[src/rtl/fwd_select.sv]
module fwd_select #(
  parameter int REG_W = 5
) (
  input  logic [REG_W-1:0] ex_src_a,
  input  logic [REG_W-1:0] ex_src_b,
  input  logic [REG_W-1:0] mem_dst,
  input  logic             mem_wr,
  input  logic [REG_W-1:0] wb_dst,
  input  logic             wb_wr,
  input  logic             dec_branch,
  input  logic [REG_W-1:0] dec_src_a,
  input  logic [REG_W-1:0] dec_src_b,
  output logic [1:0]       ex_sel_a,
  output logic [1:0]       ex_sel_b,
  output logic             dec_sel_a,
  output logic             dec_sel_b
);

  localparam logic [1:0] SEL_RF  = 2'b00;
  localparam logic [1:0] SEL_WB  = 2'b01;
  localparam logic [1:0] SEL_MEM = 2'b10;
  localparam int         NOPS    = 2;

  logic             mem_live, wb_live;
  logic [REG_W-1:0] ex_src  [NOPS];
  logic [REG_W-1:0] dec_src [NOPS];
  logic [1:0]       ex_sel  [NOPS];
  logic             dec_sel [NOPS];

  assign mem_live = mem_wr && (mem_dst != '0);
  assign wb_live  = wb_wr  && (wb_dst  != '0);

  assign ex_src[0]  = ex_src_a;
  assign ex_src[1]  = ex_src_b;
  assign dec_src[0] = dec_src_a;
  assign dec_src[1] = dec_src_b;

  for (genvar i = 0; i < NOPS; i++) begin : g_op
    logic hit_mem, hit_wb;
    assign hit_mem    = mem_live && (mem_dst == ex_src[i]);
    assign hit_wb     = wb_live  && (wb_dst  == ex_src[i]);
    assign ex_sel[i]  = hit_mem ? SEL_MEM : (hit_wb ? SEL_WB : SEL_RF);
    assign dec_sel[i] = dec_branch && mem_live && (mem_dst == dec_src[i]);

    always_comb begin
      p_code_legal_r1: assert (ex_sel[i] != 2'b11);
      if (ex_src[i] == '0) begin
        p_zero_ex_r5: assert (ex_sel[i] == SEL_RF);
      end
      if (dec_src[i] == '0) begin
        p_zero_dec_r5: assert (!dec_sel[i]);
      end
      if (!mem_wr && !wb_wr) begin
        p_no_writer_r6: assert (ex_sel[i] == SEL_RF && !dec_sel[i]);
      end
      if (mem_wr && wb_wr && mem_dst == wb_dst && mem_dst == ex_src[i] && ex_src[i] != '0) begin
        p_mem_wins_r4: assert (ex_sel[i] == SEL_MEM);
      end
      if (!dec_branch) begin
        p_dec_idle_r8: assert (!dec_sel[i]);
      end
      if (dec_sel[i]) begin
        p_dec_needs_mem_r7: assert (mem_wr && mem_dst == dec_src[i]);
      end
    end
  end

  assign ex_sel_a  = ex_sel[0];
  assign ex_sel_b  = ex_sel[1];
  assign dec_sel_a = dec_sel[0];
  assign dec_sel_b = dec_sel[1];

endmodule

[config.mk]
export PLATFORM = sky130hd
export DESIGN_NAME = fwd_select
export DESIGN_NICKNAME = d
export VERILOG_FILES = /design/src/rtl/fwd_select.sv
export SDC_FILE = /design/constraint.sdc
export NUM_CORES = 1
export LEC_CHECK = 0
export BUFFER_PORTS_ARGS = -buffer_cell sky130_fd_sc_hd__buf_4
export CAP_MARGIN = 20
export CORE_AREA = 2 2 39 41
export DETAILED_ROUTE_END_ITERATION = 10
export DIE_AREA = 0 0 41 43
export PLACE_DENSITY = 0.72
export SLEW_MARGIN = 15
export SYNTH_ARGS = -nofsm -noshare
export SYNTH_HDL_FRONTEND = slang
export SYNTH_SLANG_ARGS = --single-unit
[constraint.sdc]
create_clock -name vclk -period 1.7
set_input_delay 0.34 -clock vclk [all_inputs]
set_output_delay 0.34 -clock vclk [all_outputs]
set_load 0.05 [all_outputs]
==> impl_metrics.py, run 1 <==
metrics = {
    "global_route": {
        "grt_pass1_wl_mm": 2.38,
        "grt.total_usage_pct": 18.4,
        "grt-ovfl-total": 0,
        "grt_max_degree": 6,
        "grt_pass1_vias": 606,
        "antenna_found_initial": 0,
    },
    "timing": {
        "fmax_mhz": 502,
        "hold_viol_final": 0,
        "setup_viol": 6,
        "max-slew-margin-rel_pct": 62.6,
        "final.setup.worst_slack_ps": -292,
        "tightest_slew_ps": 557,
        "period_share_pct": 117,
        "fin_crit_ps": 1990,
        "hold_ws_ps": 1100,
        "drv_slew": 0,
        "rsz0062_at_grt": "true",
    },
    "routing": {
        "dr.pass1.iters": 4,
        "drt_wl_total_mm": 1.45,
        "drtIter0Drc": 5,
        "vias_per_cell": 4.61,
        "drcViolationCount": 0,
        "vias": 586,
        "wire_per_inst_um": 11.4,
        "drtAntennaViolNets": 0,
    },
    "die": {
        "die_w_um": 41,
        "rows": 14,
        "die_y_um": 43,
        "start_util_pct": 31.5,
        "core_area_mm2": 0.00138,
        "pin_count": 39,
        "die-area_mm2": 0.00176,
    },
    "yosys": {
        "synth_mux_area_share_pct": 0,
        "synthAdderAreaFrac_pct": 0,
        "yosys.area.top_type": "xnor2_1",
        "synthTopCellsByArea": "xnor2_1 (44%), xor2_1 (16%), nor4_1 (5.7%)",
        "ys_seq_area_share_pct": 0,
        "synth_top_family_by_area": "XOR/XNOR gates",
        "yosysWarnings": 0,
        "ys_types": 16,
        "syn_nets": 89,
        "avgSynthCellArea_um2": 7.78,
        "synth_simple_gate_area_share_pct": 25.9,
        "synth_top_area_share_pct": 44.3,
        "synth_area_um2": 435,
        "syn_inst": 56,
        "synth-xor-area-share_pct": 60.3,
        "synth_compound_area_share_pct": 3.74,
    },
    "min_path": {
        "min_path_type": "input pin to output port",
    },
    "power_and_ir_drop": {
        "ir_worst_vdd_mv": 0.122,
        "power.total_w": 0.000235,
        "powerDensity_mw_per_mm2": 244,
        "p_leak_nw": 0.418,
    },
    "finish": {
        "final_util_pct": 69.7,
        "clockBufferCount": 0,
        "num_antenna_cells": 0,
        "regArea_um2": 0,
        "n_fill_cell": 113,
        "syn_to_final_growth_pct": 122,
        "seq_cell_count": 0,
        "nets": 146,
        "drive_gt1_share_pct": 62.2,
    },
    "worst_setup_path": {
        "path_cells": "buf_6 -> or4_4 -> o21ai_4 -> nor4_1 -> nor4_4 -> buf_6",
        "critPathArrivalTime_ps": 1650,
        "slowest_delay_ps": 540,
        "worstPathBufferInverterCount": 2,
        "crit_path_end_kind": "output port",
        "cp_top_family": "simple AND/OR/NAND/NOR gates",
        "crit_type": "input pin to output port",
        "cp_slowest_cell": "or4_4",
        "crit_top_cell": "buf_6",
        "crit_required_ps": 1360,
        "path_max_fanout": 3,
        "crit_path_start_kind": "input pin",
    },
    "cts": {
        "postCtsHoldBufs": 0,
    },
    "status": {
        "status": "finished with violations",
        "violations": "negative setup slack",
    },
    "placed_design": {
        "place.detailed.hpwl_mm": 1.31,
        "gp_congestion": 0.779,
        "portBuffers": 39,
    },
    "flow_run": {
        "cap_viol_max_count": 0,
    },
}
==> repair_timing <==
item                       in CTS  in global routing
pin swaps                       2                  1
setup endpoints to repair       6                  6
gates resized for setup         6                  3
buffers inserted                0                  0
cloned                          0                  0
==> final timing paths <==
path                       start          end  slack [ps]  depth (start not counted)
worst max-delay path  mem_dst[1]  ex_sel_a[0]        -290                          6
worst min-delay path       wb_wr  ex_sel_a[0]        1100                          4
==> cells in the mapped netlist <==
cell,number
xnor2_1,22
xor2_1,8
nand3_1,4
nor4_1,4
buf_2,2
buf_4,2
clkbuf_1,2
nand2_1,2
nand4_1,2
nor4_2,2
buf_6,1
nor2_1,1
o211ai_1,1
o21ai_2,1
or4_1,1
or4_4,1
==> metal layers <==
metal  vias up  routed length, µm  track usage [%]
met2        16                807             33.4
met3         0                 56                0
met4         0                  0                0
met1       272                585             24.4
li1        298                  -                -
met5         -                  0                0
==> placed cells by master (no fill, tap or decap), drive strengths merged, types with 2 or more instances in the layout <==
| cell | count |
|---|---|
| buf | 62 |
| xnor2 | 22 |
| xor2 | 8 |
| nor4 | 6 |
| nand3 | 4 |
| nand2 | 2 |
| nand4 | 2 |
| or4 | 2 |
==> kinds of logic after synthesis <==
group	count (synthesis)
xor gates and xnor gates	30
and+or+nand+nor	17
buffers and inverters	7
AOI/OAI and AO/OA	2
==> through the flow <==
step                      setup TNS, ps  cell area (µm²)  setup WS, ps  instances
after floorplan                   -1780              494          -457         56
after global placement            -1590              925          -313        127
after detailed placement          -1600              925          -319        127
after CTS                         -1330              947          -279        127
after global routing              -1510              965          -333        127
final                             -1240              965          -292        127
==> report_power, final <==
group          internal [W]  total [W]  switching [W]
clock                     0          0              0
combinational      0.000138   0.000235      0.0000979
sequential                0          0              0
==> final cells by class <==
type	instances	area, µm²	area share (%)
Multi-Input combinational cell	49	453	47.0
Tap cell	16	20.0	2.08
Timing Repair Buffer	62	492	51.0
No activity file was read; power rests on OpenSTA's default activity.
==> run 2: changes to the inputs <==
Settings changed: PLACE_DENSITY 0.72 to 0.7.
Clock period 1.7 ns to 2 ns, I/O delays scaled along.
==> run 2 against run 1 <==
Effect of this change:
- the run still ends with negative setup slack left
- total power decreased by 27%
- largest cell class is now multi-input combinational cells
- count of clock-buffer cells in the layout unchanged
- sequential share of layout area unchanged
- flip-flop and latch count unchanged
- die area unchanged
- highest routed layer is now met4
- first-iteration DRC count decreased by 80%
==> impl_metrics.py, run 2 (synthesis gave the netlist of run 1 again) <==
metrics = {
    "status": {
        "status": "finished with violations",
        "violations": "negative setup slack",
    },
    "worst_setup_path": {
        "crit_path_start_kind": "input pin",
        "slowest_delay_ps": 530,
        "crit_top_cell": "buf_6",
        "path_max_fanout": 2,
        "crit_type": "input pin to output port",
        "path_depth": 6,
        "worstPathBufferInverterCount": 2,
        "critPathArrivalTime_ps": 1700,
        "crit_required_ps": 1600,
        "cp_top_family": "simple AND/OR/NAND/NOR gates",
        "cp_slowest_cell": "or4_4",
        "path_cells": "buf_6 -> or4_4 -> o21ai_2 -> nor4_1 -> nor4_4 -> buf_6",
        "crit_path_end_kind": "output port",
    },
    "power_and_ir_drop": {
        "powerDensity_mw_per_mm2": 209,
        "p_sw_w": 0.0000757,
        "power.total_w": 0.000173,
        "seq_power_share_pct": 0,
        "p_leak_nw": 0.338,
        "p_sw_share_pct": 43.8,
        "p_int_w": 0.0000972,
        "clkPwrFrac_pct": 0,
        "ir_worst_vdd_mv": 0.101,
        "pwr-share-comb_pct": 100.0,
    },
    "min_path": {
        "hold_depth": 4,
        "min_path_type": "input pin to output port",
    },
    "placed_design": {
        "gp_congestion": 0.763,
        "portBuffers": 39,
        "place.detailed.hpwl_mm": 1.23,
    },
    "routing": {
        "drcViolationCount": 0,
        "vias": 522,
        "drtAntennaViolNets": 0,
        "drtIter0Drc": 1,
        "drt_wl_total_mm": 1.34,
        "wire_per_inst_um": 12.0,
        "vias_per_cell": 4.70,
        "dr.pass1.iters": 2,
    },
    "finish": {
        "regArea_um2": 0,
        "num_antenna_cells": 0,
        "syn_to_final_growth_pct": 89.9,
        "n_fill_cell": 139,
        "final_cell_mix": "buf_4 (40), xnor2_1 (22), xor2_1 (8)",
        "drive_gt1_share_pct": 54.7,
        "nets": 130,
        "final_common_cell": "buf_4",
        "seq_cell_count": 0,
        "clockBufferCount": 0,
        "final_util_pct": 59.8,
    },
    "global_route": {
        "grt-ovfl-total": 0,
        "antenna_found_initial": 0,
        "grt_max_degree": 7,
        "grt.total_usage_pct": 16.1,
        "grt_pass1_vias": 523,
        "grt_pass1_wl_mm": 1.99,
    },
    "timing": {
        "tightest_slew_ps": 595,
        "max-slew-margin-rel_pct": 60.0,
        "setup_viol": 5,
        "rsz0062_at_grt": "true",
        "drv_slew": 0,
        "fmax_mhz": 476,
        "final.setup.worst_slack_ps": -101,
        "hold_ws_ps": 1220,
        "period_share_pct": 105,
        "fin_crit_ps": 2100,
        "hold_viol_final": 0,
    },
    "flow_run": {
        "cap_viol_max_count": 0,
    },
    "cts": {
        "cts_setup_buffers": 0,
    },
    "die": {
        "pin_count": 39,
        "start_util_pct": 31.5,
        "die_y_um": 43,
        "rows": 14,
        "die_w_um": 41,
        "core_area_mm2": 0.00138,
        "die-area_mm2": 0.00176,
    },
}
-- run 2: changes by cell type in the layout (fill, tap and decap cells not counted) --
cell | previous run | this run
nor4_2 | 1 | 0
o21ai_4 | 1 | 0
buf_6 | 7 | 6
buf_4 | 55 | 40
o21ai_2 | 0 | 1
nor4_1 | 1 | 2
-- run 2: worst min-delay path: stages --
cell     delay (ps)
buf_4           120
nand4_1         110
nor4_4           50
buf_6           140
-- run 2: area by class of cell --
type / instances / area (µm²) / area share (%)
well taps: 16 / 20.0 / 2.42
repair buffers: 46 / 368 / 44.5
multi-input cells: 49 / 439 / 53.1
-- run 2: layer usage --
| metal | global-route usage (%) | wire, µm |
|---|---|---|
| met5 | 0 | 0 |
| met4 | 4.67 | 43 |
| met3 | 0 | 69 |
| met2 | 28.4 | 689 |
| met1 | 19.9 | 534 |
-- run 2: final timing paths --
path | to | slack, ps | start
setup / recovery | ex_sel_b[0] | -100 | mem_dst[1]
hold / removal | ex_sel_a[0] | 1220 | wb_wr
-- run 2: stage by stage --
stage	area [µm²]	setup TNS (ps)	setup slack (ps)	cells
final	827	-328	-101	111
after global routing	827	-644	-174	111
after CTS	827	-333	-101	111
after detailed placement	805	-535	-145	111
after global placement	805	-427	-133	111
after floorplan	483	-747	-296	56
-- run 2: what timing repair did --
action	in CTS	in global routing
endpoints found under the setup margin	6	6
hold buffers	0	0
resized for setup	6	0
pin swaps	2	1
-- run 2: power groups by stage --
stage               Sequential [W]  Clock (W)  Combinational, W
floorplan                        0          0         0.0000928
global placement                 0          0          0.000168
detailed placement               0          0          0.000172
CTS                              0          0          0.000175
global route                     0          0          0.000186
finish                           0          0          0.000173
==> run 3: changes to the inputs <==
Settings changed: TNS_END_PERCENT from default to 20.
==> run 3 against run 2 <==
Effect of this change:
- the flow still finishes with violations (negative setup slack)
- core utilization is 2.8 points higher
- worst setup slack worse by 21 ps
- routed wire length is 5.0% lower
- critical path type unchanged
- critical endpoint is now ex_sel_a[0]
- largest cell class unchanged
==> impl_metrics.py, run 3 (synthesis gave the netlist of run 1 again) <==
metrics = {
    "status": {
        "status": "finished with violations",
        "violations": "negative setup slack",
    },
    "worst_setup_path": {
        "crit_start": "mem_dst[4]",
        "path_max_fanout": 3,
        "critPathArrivalTime_ps": 1720,
        "crit_type": "input pin to output port",
        "path_cells": "buf_4 -> or4_4 -> o21ai_2 -> nor4_1 -> nor4_4 -> buf_6",
        "crit_path_start_kind": "input pin",
        "cp_slowest_cell": "or4_4",
        "slowest_delay_ps": 520,
        "crit_required_ps": 1600,
        "crit_path_end_kind": "output port",
    },
    "power_and_ir_drop": {
        "pwr-share-comb_pct": 100.0,
        "ir_worst_vdd_mv": 0.102,
        "powerDensity_mw_per_mm2": 206,
        "clkPwrFrac_pct": 0,
        "p_sw_w": 0.0000757,
        "p_sw_share_pct": 42.5,
        "power.total_w": 0.000178,
        "p_int_w": 0.000102,
        "p_leak_nw": 0.362,
        "seq_power_share_pct": 0,
    },
    "routing": {
        "drt_wl_total_mm": 1.27,
        "dr.pass1.iters": 4,
        "vias_per_cell": 4.67,
        "vias": 537,
        "drtAntennaViolNets": 0,
        "drtIter0Drc": 7,
        "drcViolationCount": 0,
        "wire_per_inst_um": 11.0,
    },
    "global_route": {
        "grt_pass1_vias": 513,
        "grt_max_degree": 6,
        "grt_pass1_wl_mm": 2.00,
        "grt.total_usage_pct": 15.5,
        "grt-ovfl-total": 0,
        "antenna_found_initial": 0,
    },
    "flow_run": {
        "cap_viol_max_count": 0,
    },
    "finish": {
        "syn_to_final_growth_pct": 98.9,
        "nets": 134,
        "final_cell_mix": "buf_4 (44), xnor2_1 (22), xor2_1 (8)",
        "drive_gt1_share_pct": 56.6,
        "final_util_pct": 62.6,
        "regArea_um2": 0,
        "clockBufferCount": 0,
        "final_cell_count_no_fill": 115,
        "fin_area_um2": 866,
        "seq_cell_count": 0,
        "final_common_cell": "buf_4",
        "num_antenna_cells": 0,
    },
    "timing": {
        "final.setup.worst_slack_ps": -122,
        "hold_viol_final": 0,
        "fmax_mhz": 471,
        "max-slew-margin-rel_pct": 57.5,
        "fin_crit_ps": 2120,
        "setup_viol": 4,
        "tightest_slew_ps": 632,
        "drv_slew": 0,
        "period_share_pct": 106,
        "rsz0062_at_grt": "true",
        "finalSetupTns_ps": -409,
    },
    "min_path": {
        "min_path_type": "input pin to output port",
        "hp-start": "wb_wr",
    },
    "die": {
        "die-area_mm2": 0.00176,
        "start_util_pct": 31.5,
        "pin_count": 39,
        "core_area_mm2": 0.00138,
        "die_w_um": 41,
        "die_y_um": 43,
        "rows": 14,
    },
    "cts": {
        "postCtsHoldBufs": 0,
        "cts_setup_buffers": 0,
    },
    "placed_design": {
        "dp.cells": 115,
        "gp_congestion": 0.768,
        "portBuffers": 39,
        "place.detailed.hpwl_mm": 1.14,
        "placed_area_um2": 847,
    },
}
[run 3: layout make-up]
type	count	area, µm²
tap	16	20.0
fill	127	518
multi-input combinational	49	439
timing repair buffer	50	407
[run 3: power groups by stage]
stage,Sequential [W],Clock (W),Combinational [W]
floorplan,0,0,0.0000927
global placement,0,0,0.000175
detailed placement,0,0,0.000177
CTS,0,0,0.000180
global route,0,0,0.000193
finish,0,0,0.000178
[run 3: final timing paths]
path,end,depth (start not counted),slack [ps]
max,ex_sel_a[0],6,-120
min,ex_sel_a[0],4,1220
[run 3: per-stage QoR]
step                      worst slack, ps  hold slack [ps]
after floorplan                      -296              987
after global placement               -150             1240
after detailed placement             -163             1250
after CTS                            -119             1220
after global routing                 -168             1220
final                                -122             1220
[run 3: layer usage]
metal	GRT usage, %	wire, µm
met4	0	0
met2	26.9	641
met1	21.8	535
met3	0	91
met5	0	0
[run 3: critical path: cells and delay by family]
family | cells | cell delay, ps
buf+inv | 2 | 310
compound gates | 1 | 150
simple gates | 3 | 860
[run 3: timing repair]
| item | CTS | global route |
|---|---|---|
| pin swaps | 1 | 0 |
| endpoints found under the setup margin | 6 | 6 |
| resized for setup | 5 | 0 |
